### src/rtl/nmi_pkg.sv
package nmi_pkg;

  // Rising edge on a qualified sample stream: the previous sample must be
  // a genuine post-reset value for a low-to-high change to count.
  function automatic logic f_rise(input logic cur, input logic prev,
                                  input logic prev_ok);
    return prev_ok & cur & ~prev;
  endfunction

  // Next value of the pending flag: an accepted request drops out, a
  // fresh edge always wins so it cannot be lost.
  function automatic logic f_next_pend(input logic pend, input logic edge_hit,
                                       input logic accept);
    return edge_hit | (pend & ~accept);
  endfunction

  // Vector presented to the core while a take is in progress.
  function automatic logic [7:0] f_vec(input logic take, input logic [7:0] vec);
    return take ? vec : 8'd0;
  endfunction

endpackage

### src/rtl/nmi_sync.sv
module nmi_sync #(
  parameter int STAGES = 2
) (
  input  logic clk,
  input  logic rst_n,
  input  logic async_i,
  output logic level_o,
  output logic valid_o
);
  localparam int LAST = STAGES - 1;

  logic [LAST:0] chain_q;
  logic [LAST:0] fill_q;

  generate
    for (genvar g = 0; g < STAGES; g++) begin : g_stage
      if (g == 0) begin : g_first
        always_ff @(posedge clk or negedge rst_n) begin
          if (!rst_n) begin
            chain_q[0] <= 1'b0;
            fill_q[0]  <= 1'b0;
          end else begin
            chain_q[0] <= async_i;
            fill_q[0]  <= 1'b1;
          end
        end
      end else begin : g_rest
        always_ff @(posedge clk or negedge rst_n) begin
          if (!rst_n) begin
            chain_q[g] <= 1'b0;
            fill_q[g]  <= 1'b0;
          end else begin
            chain_q[g] <= chain_q[g-1];
            fill_q[g]  <= fill_q[g-1];
          end
        end
      end
    end
  endgenerate

  assign level_o = chain_q[LAST];
  assign valid_o = fill_q[LAST];

  // once the chain has filled it stays filled until the next reset
  assert_fill_sticky_R9: assert property (@(posedge clk) disable iff (!rst_n)
    valid_o |=> valid_o);
endmodule

### src/rtl/nmi_edge_det.sv
module nmi_edge_det
  import nmi_pkg::*;
(
  input  logic clk,
  input  logic rst_n,
  input  logic level_i,
  input  logic valid_i,
  output logic edge_o
);
  logic prev_q;
  logic prev_ok_q;

  always_ff @(posedge clk or negedge rst_n) begin
    if (!rst_n) begin
      prev_q    <= 1'b0;
      prev_ok_q <= 1'b0;
    end else begin
      prev_q    <= level_i;
      prev_ok_q <= valid_i;
    end
  end

  assign edge_o = f_rise(level_i, prev_q, prev_ok_q);

  // an edge can only be reported when the synchronised level was low
  // one cycle earlier, so a steady high never retriggers
  assert_edge_needs_low_R2: assert property (@(posedge clk) disable iff (!rst_n)
    edge_o |-> (level_i && !$past(level_i)));

  // no edge before the synchroniser has produced two real samples
  assert_no_edge_unfilled_R9: assert property (@(posedge clk) disable iff (!rst_n)
    edge_o |-> $past(valid_i));
endmodule

### src/rtl/nmi_pend.sv
module nmi_pend
  import nmi_pkg::*;
(
  input  logic clk,
  input  logic rst_n,
  input  logic edge_i,
  input  logic boundary_i,
  output logic pend_o,
  output logic take_o
);
  logic pend_q;

  assign take_o = pend_q & boundary_i;

  always_ff @(posedge clk or negedge rst_n) begin
    if (!rst_n) pend_q <= 1'b0;
    else        pend_q <= f_next_pend(pend_q, edge_i, take_o);
  end

  assign pend_o = pend_q;

  // every detected edge results in a pending request
  assert_edge_sets_pend_R1: assert property (@(posedge clk) disable iff (!rst_n)
    edge_i |=> pend_o);

  // a request waits for a boundary
  assert_pend_holds_R4: assert property (@(posedge clk) disable iff (!rst_n)
    (pend_o && !boundary_i) |=> pend_o);

  // an acceptance with no new edge empties the flag
  assert_take_clears_R4: assert property (@(posedge clk) disable iff (!rst_n)
    (take_o && !edge_i) |=> !pend_o);

  // an edge coincident with acceptance is kept
  assert_coincident_kept_R7: assert property (@(posedge clk) disable iff (!rst_n)
    (take_o && edge_i) |=> pend_o);

  // nothing becomes pending without an edge
  assert_no_spurious_R9: assert property (@(posedge clk) disable iff (!rst_n)
    (!pend_o && !edge_i) |=> !pend_o);
endmodule

### src/rtl/nmi_req_latch.sv
module nmi_req_latch
  import nmi_pkg::*;
#(
  parameter int          SYNC_STAGES = 2,
  parameter int          VEC_W       = 8,
  parameter logic [7:0]  NMI_VECTOR  = 8'd2
) (
  input  logic             clk,
  input  logic             rst_n,
  input  logic             nmi_pin,
  input  logic             insn_boundary,
  output logic             take_nmi,
  output logic [VEC_W-1:0] vec_num,
  output logic             clr_ie
);
  localparam int VW = (VEC_W < 8) ? VEC_W : 8;

  logic sync_level_w;
  logic sync_valid_w;
  logic edge_w;
  logic pend_w;
  logic take_w;
  logic [7:0] vec_full_w;

  nmi_sync #(.STAGES(SYNC_STAGES)) sync_i (
    .clk     (clk),
    .rst_n   (rst_n),
    .async_i (nmi_pin),
    .level_o (sync_level_w),
    .valid_o (sync_valid_w)
  );

  nmi_edge_det edge_i (
    .clk     (clk),
    .rst_n   (rst_n),
    .level_i (sync_level_w),
    .valid_i (sync_valid_w),
    .edge_o  (edge_w)
  );

  nmi_pend pend_i (
    .clk        (clk),
    .rst_n      (rst_n),
    .edge_i     (edge_w),
    .boundary_i (insn_boundary),
    .pend_o     (pend_w),
    .take_o     (take_w)
  );

  assign vec_full_w = f_vec(take_w, NMI_VECTOR);
  assign take_nmi   = take_w;
  assign clr_ie     = take_w;

  always_comb begin
    vec_num = '0;
    vec_num[VW-1:0] = vec_full_w[VW-1:0];
  end

  // a take is only issued at an instruction boundary from a held request
  assert_take_at_boundary_R4: assert property (@(posedge clk) disable iff (!rst_n)
    take_nmi |-> (insn_boundary && pend_w));

  // back-to-back takes need a fresh edge in between
  assert_take_single_R4: assert property (@(posedge clk) disable iff (!rst_n)
    take_nmi |=> (!take_nmi || $past(edge_w)));

  // the vector is idle whenever no take is in progress
  assert_vec_idle_R5: assert property (@(posedge clk) disable iff (!rst_n)
    !take_nmi |-> (vec_num == '0 && !clr_ie));
endmodule

### config.mk
export PLATFORM = sky130hd
export DESIGN_NAME = nmi_req_latch
export DESIGN_NICKNAME = d
export VERILOG_FILES = /design/src/rtl/nmi_pkg.sv /design/src/rtl/nmi_sync.sv /design/src/rtl/nmi_edge_det.sv /design/src/rtl/nmi_pend.sv /design/src/rtl/nmi_req_latch.sv
export SDC_FILE = /design/constraint.sdc
export NUM_CORES = 1
export LEC_CHECK = 0
export ABC_CLOCK_PERIOD_IN_PS = 2200
export BUFFER_PORTS_ARGS = -buffer_cell sky130_fd_sc_hd__buf_2
export CAP_MARGIN = 20
export CELL_PAD_IN_SITES_DETAIL_PLACEMENT = 1
export CELL_PAD_IN_SITES_GLOBAL_PLACEMENT = 2
export CORE_AREA = 2 2 39 41
export DETAILED_ROUTE_END_ITERATION = 10
export DIE_AREA = 0 0 41 43
export PLACE_DENSITY = 0.6
export SLEW_MARGIN = 15
export SYNTH_ARGS = -nofsm -noshare
export SYNTH_HDL_FRONTEND = slang
export SYNTH_SLANG_ARGS = --single-unit
### constraint.sdc
create_clock -name clk -period 2.2 [get_ports clk]
set_input_delay 0.44 -clock clk [delete_from_list [all_inputs] [get_ports clk]]
set_output_delay 0.44 -clock clk [all_outputs]
set_load 0.02 [all_outputs]
==> run metrics, run 1 <==
initial antenna violation count=0; Max clock buf depth=2; Synth Register Bits=7; Power Total=between 0.0002 and 0.0003 W; Synthesis Warnings=0; setup bufs post-CTS=0; net switching power=approximately 0.000064 W; DRC=0; final setup violation count=0; GRT Util Overall=0.0509; area post-placement=~280 µm²; Leak Pwr=~0.16 nW; Port Buffers=6; final-stage net count=34; post_cts resized=0; clk_skew=~0.0042 ns; Avg Cell Area, Syn=12.6 µm²; DR WL/cell=around 6.6 µm; die width=41 µm; via count=around 140; largest net degree at the start of global routing=8; clock sink total=7; final worst-path cycle share=0.632; HP Class=in2async; Die Y=43 µm; Hold Worst Slack=0.0158 ns; unrepaired setup endpoints after global routing=false; Sequential Power Share=0.502; die area=1760 µm²; Tmin final=approximately 1.4 ns; CTS buffer count=3; Area Overhead vs Synth=11.3%; final instance area=about 300 µm²; Vias per Instance=about 3.1; R2R Setup Slk=approximately 1.6 ns; Comb pwr share=0.096; worst-skew pair later-pin latency=about 0.24 ns; Mapped Area=~280 µm²; CP required=roughly 1.8 ns; Worst Setup SP=pend_i.pend_o; TNS Setup=0 ns; max frequency=slightly above 700 MHz; clk slew on worst S/H paths=about 0.05 ns; fraction of layout cells with a size suffix above 1=0.379; peak supply drop=roughly 340 µV; initial core utilization=0.201; WP data arrival=about 0.95 ns; root buffer cell=clkbuf_4; crit path kind=reg2out; critical path cell sequence=and2_2 > buf_2; Worst path max stage delay=0.37 ns; Int Power=0.000211 W; first-pass iteration count of the detailed router=2; CP max FO=3; register area share after synthesis=0.631; H-tree depth=1; max-cap violations=0; outcome=finished clean; power share of the clock group=0.402; synth unique cells=7; Finished Core Util=0.223; core area=roughly 1400 µm²; n_diodes=0; vias in the first global route=roughly 130; IO Count=14; hold bufs inserted after CTS=0; slowest cell on the critical path=dfrtp_1; initial drt markers=2; Rows=14; worst reg2reg path startpoint=sync_i.level_o; cells after synthesis=22; DP HPWL=between 200 and 250 µm; crit path capture type=output pin; final max-slew violation count=0; Critical Path Start Type=flop; Sw Ratio=0.234; DRT Wirelength=approximately 300 µm; Fin. Hold Viols=0; RePlAce Congestion=around 0.56; remaining antenna violation count after routing=0; PD cells=between 800 and 900 nW/µm²; global-route wire length before repair=between 400 and 500 µm; TritonCTS clock tree=built; total grt overflow=0
-- state kept, by name (all words and copies together) (netlist names) --
name / count
sync_i.fill_q: 1
pend_i.pend_o: 1
edge_i.prev_ok_q: 1
sync_i.chain_q: 1
sync_i.valid_o: 1
sync_i.level_o: 1
edge_i.prev_q: 1
-- path summary, 6_finish.rpt --
| path | end | cells past startpoint |
|---|---|---|
| worst max-delay path | clr_ie | 2 |
| worst min-delay path | sync_i.level_o | 1 |
| worst max register to register | pend_i.pend_o | 2 |
| worst min register to register | edge_i.prev_ok_q | 0 |
| max in group asynchronous | sync_i.valid_o | 1 |
| min in group clk | sync_i.chain_q[0] | 1 |
-- power by group through the flow --
stage               registers, W   logic, W  clock network, W
CTS                     0.000139  0.0000265          0.000117
finish                  0.000138  0.0000264          0.000111
floorplan               0.000140  0.0000305                 0
global placement        0.000140  0.0000258                 0
detailed placement      0.000141  0.0000263                 0
global route            0.000139  0.0000293          0.000127
-- layer usage --
layer	routed length (µm)	track usage	vias to the layer above
met1	105	0.0337	66
met3	51	0.0628	0
met5	0	0	-
met4	0	0.0400	0
li1	-	-	63
met2	140	0.0688	12
-- cells by family (layout without fill, tap and decap cells) --
logic type	after synthesis	count (layout)	share of synthesized area
AND/OR/NAND/NOR	2	2	0.0405
buffers and inverters	10	11	0.257
flip-flops	7	7	0.631
AO/OA/AOI/OAI	1	1	0.0450
other	2	8	0.0270
-- worst max-delay path, delay by kind of cell (launching register included) --
kind,cells,cell delay (ns)
flops,1,0.37
simple gates,1,0.18
buf+inv,1,0.16
-- through the flow --
stage / setup slack, ns / cells
after floorplan: 0.927 / 28
after global placement: 0.871 / 41
after detailed placement: 0.863 / 41
after CTS: 0.790 / 45
after global routing: 0.737 / 45
final: 0.810 / 45
-- cells in the mapped netlist --
library cell,number,area share
and2_2,1,0.027
o22ai_2,1,0.045
dfrtp_1,7,0.63
conb_1,2,0.027
buf_4,9,0.24
inv_1,1,0.014
nand2_1,1,0.014
-- cell usage in the layout (no fill, tap or decap), drive strengths merged --
master,count
conb,8
dfrtp,7
buf,6
clkbuf,4
inv,1
nand2,1
o22ai,1
and2,1
-- layout make-up --
class                      instances  area [µm²]
fill                             170        1070
sequential                         7         175
multi-input combinational         11        53.8
timing repair buffer               6        30.0
clock buffer                       4        26.3
tap                               16        20.0
inverter                           1        3.75
Note: power is estimated with default switching activity, not from simulation.
==> inputs of run 2 (changes only) <==
--- a/config.mk
+++ b/config.mk
@@ -5,15 +5,15 @@
 export SDC_FILE = /design/constraint.sdc
 export NUM_CORES = 1
 export LEC_CHECK = 0
-export ABC_CLOCK_PERIOD_IN_PS = 2200
+export ABC_AREA = 1
+export ABC_CLOCK_PERIOD_IN_PS = 1200
 export BUFFER_PORTS_ARGS = -buffer_cell sky130_fd_sc_hd__buf_2
 export CAP_MARGIN = 20
 export CELL_PAD_IN_SITES_DETAIL_PLACEMENT = 1
 export CELL_PAD_IN_SITES_GLOBAL_PLACEMENT = 2
-export CORE_AREA = 2 2 39 41
+export CORE_UTILIZATION = 20
 export DETAILED_ROUTE_END_ITERATION = 10
-export DIE_AREA = 0 0 41 43
-export PLACE_DENSITY = 0.6
+export PLACE_DENSITY = 0.62
 export SLEW_MARGIN = 15
 export SYNTH_ARGS = -nofsm -noshare
 export SYNTH_HDL_FRONTEND = slang
==> constraint.sdc (replaced) <==
create_clock -name clk -period 1.2 [get_ports clk]
set_input_delay 0.24 -clock clk [delete_from_list [all_inputs] [get_ports clk]]
set_output_delay 0.24 -clock clk [all_outputs]
set_load 0.02 [all_outputs]
==> run 2 against run 1 <==
  * Non-clock buffer count up 1
  * Combinational power up 82%
  * Largest cell class unchanged
  * Synthesized cell count up 14%
  * Sequential share of layout area down 1.6 points
  * Largest power group unchanged
  * Final cell count up 6.7%
  * Worst hold slack better by 0.090 ns
  * Register-to-register slack worse by 0.97 ns
  * Critical path type unchanged
  * Routed wire length up 4.7%
  * Design area up 2.8%
  * Utilization up 2.1 points
==> run metrics, run 2 <==
Synth Register Bits=7 (unchanged); via count=151 (+7.1%); initial core utilization=0.213 (+0.0127); remaining antenna violation count after routing=0 (unchanged); peak supply drop=551 µV (+60%); GRT Util Overall=0.0590 (+0.00812); cells after synthesis=25 (+14%); initial drt markers=2 (unchanged); vias in the first global route=139 (+4.5%); CTS buffer count=3 (unchanged); Synthesis Warnings=0 (unchanged); worst-skew pair later-pin latency=0.25 ns (about the same); Worst path max stage delay=0.37 ns (about the same); Sw Ratio=0.236 (+0.00257); Area Overhead vs Synth=14.4%; CP required=0.96 ns (-0.80 ns); Multi-input gate area=46.3 µm² (-14%); die width=39.3 µm (-4.2%); commonest non-fill, non-tap cell in the layout=conb_1; max frequency=approximately 900 MHz; root buffer cell=clkbuf_4; outcome=finished clean; synth top area cells=dfrtp_1 (63%), buf_4 (24%), inv_1 (4.1%); crit path kind=reg2out; clk slew on worst S/H paths=0.05 ns (about the same); DRT Wirelength=311 µm (+4.7%); EDFF count, synth=0 (unchanged); PD cells=1600 nW/µm² (+79%); DRC=0 (unchanged); n_diodes=0 (unchanged); WP data arrival=0.87 ns (-0.08 ns); area leader, netlist=dfrtp_1; Leak Pwr=0.185 nW (+14%); Hold Worst Slack=0.106 ns (+0.0904 ns); final max-slew violation count=0 (unchanged); RePlAce Congestion=0.545 (-3.2%); final setup violation count=0 (unchanged); Fin. Hold Viols=0 (unchanged); critical path cell sequence=nand2_1 > inv_1 > buf_2; Max clock buf depth=2 (unchanged); Port Buffers=6 (unchanged); largest net degree at the start of global routing=8 (unchanged); Power Total=0.000507 W (+84%); Async S/R FF share, synth=1.00 (unchanged); initial antenna violation count=0 (unchanged); Reg area=175 µm² (unchanged); Most used DFF post-synth=dfrtp_1; power share of the clock group=0.405 (+0.003); register area share after synthesis=0.631 (unchanged); H-tree depth=1 (unchanged); unrepaired setup endpoints after global routing=true; Vias per Instance=3.15 (+0.40%); die area=1540 µm² (-13%); Critical Path Start Type=flop; total grt overflow=0 (unchanged); final-stage net count=38 (+12%); Rows=13 (-1); Int Power=0.000387 W (+83%); slowest cell on the critical path=dfrtp_1; post-synth top area share=0.631 (unchanged); setup bufs post-CTS=0 (unchanged); commonest cells after routing, fill and taps aside=conb_1 (8), dfrtp_1 (7), buf_2 (6); crit path capture type=output pin; Mapped Area=278 µm² (unchanged); final worst-path cycle share=0.923; global-route wire length before repair=503 µm (+2.9%); # fillers=158 (-7.1%); Die Y=39.3 µm (-8.7%); DR WL/cell=6.48 µm (-1.8%); Comb pwr share=0.095 (about the same); fraction of layout cells with a size suffix above 1=0.273 (-0.107); clk_skew=0.00380 ns (-0.000383 ns); top cells by count, synth=buf_4 (9), dfrtp_1 (7), inv_1 (3), nand2_1 (3), conb_1 (2); core area=1300 µm² (-6.0%); HP Class=in2reg; first-pass iteration count of the detailed router=2 (unchanged); Sequential Power Share=0.500 (-0.002); clock sink total=7 (unchanged); TritonCTS clock tree=built; max-cap violations=0 (unchanged); IO Count=14 (unchanged); CP max FO=3 (unchanged); net switching power=0.000120 W (+86%); top-count cell post-synth=buf_4; synth unique cells=6 (-1); Tmin final=roughly 1.1 ns; Avg Cell Area, Syn=11.1 µm² (-12%); post_cts resized=0 (unchanged)
-- run 2: cell types whose count changed in the layout (fill, tap and decap cells not counted) --
cell           delta
inv_1             +2
nand3_1           +1
o22ai_2           -1
nand2_1           +2
and2_2            -1
dlygate4sd3_1     +1
-- run 2: worst max-delay path, delay by kind of cell (launching register included) --
kind	cells	cell delay, ns
AND/OR/NAND/NOR	1	0.06
flip-flops	1	0.37
buffers and inverters	2	0.20
-- run 2: timing repair --
| item | 4_1_cts | 5_1_grt |
|---|---|---|
| endpoints found under the hold margin | 7 | 0 |
| setup endpoints to repair | 0 | 3 |
| hold buffers | 1 | 0 |
-- run 2: layout make-up --
type,instances,area share
sequential,7,0.551
multi-input combinational,12,0.146
timing repair buffer,7,0.126
clock buffer,4,0.0827
tap,15,0.0591
inverter,3,0.0354
-- run 2: path summary, 6_finish.rpt --
path,startpoint,end,slack [ns],cells after the start
hold / removal,nmi_pin,sync_i.chain_q[0],0.11,1
min in group asynchronous,rst_n,pend_i.pend_o,0.35,2
hold reg to reg,sync_i.valid_o,edge_i.prev_ok_q,0.35,0
setup / recovery,pend_i.pend_o,take_nmi,0.09,3
setup reg to reg,sync_i.level_o,pend_i.pend_o,0.59,2
max in group asynchronous,rst_n,sync_i.level_o,0.70,2
-- run 2: per-layer routing --
| layer | vias to the layer above | track usage | share of wire |
|---|---|---|---|
| li1 | 70 | - | - |
| met1 | 66 | 0.0396 | 0.34 |
| met2 | 15 | 0.0958 | 0.47 |
| met3 | 0 | 0.0682 | 0.18 |
| met4 | 0 | 0.0259 | 0 |
| met5 | - | 0 | 0 |
-- run 2: per-stage QoR --
step / instances / setup slack [ns] / util / cell area, µm² / setup TNS (ns)
floorplan: 31 / 0.251 / - / 300 / 0
global placement: 43 / 0.362 / 0.216 / 282 / 0
detailed placement: 43 / 0.352 / 0.216 / 282 / 0
CTS: 48 / 0.0708 / 0.244 / 318 / 0
global route: 48 / -0.00755 / 0.244 / 318 / -0.0124
finish: 48 / 0.0929 / 0.244 / 318 / 0
-- run 2: logic make-up (layout without fill, tap and decap cells) --
| group | after synthesis | after routing | share of synthesized area |
|---|---|---|---|
| buffers and inverters | 12 | 14 | 0.284 |
| other | 2 | 8 | 0.0270 |
| flip-flops | 7 | 7 | 0.631 |
| AND/OR/NAND/NOR | 4 | 4 | 0.0585 |
-- run 2: power by group through the flow --
stage | combinational [W] | sequential [W] | clock [W]
finish | 0.0000481 | 0.000254 | 0.000205
global route | 0.0000538 | 0.000255 | 0.000229
CTS | 0.0000483 | 0.000254 | 0.000219
detailed placement | 0.0000458 | 0.000258 | 0
global placement | 0.0000451 | 0.000257 | 0
floorplan | 0.0000536 | 0.000256 | 0
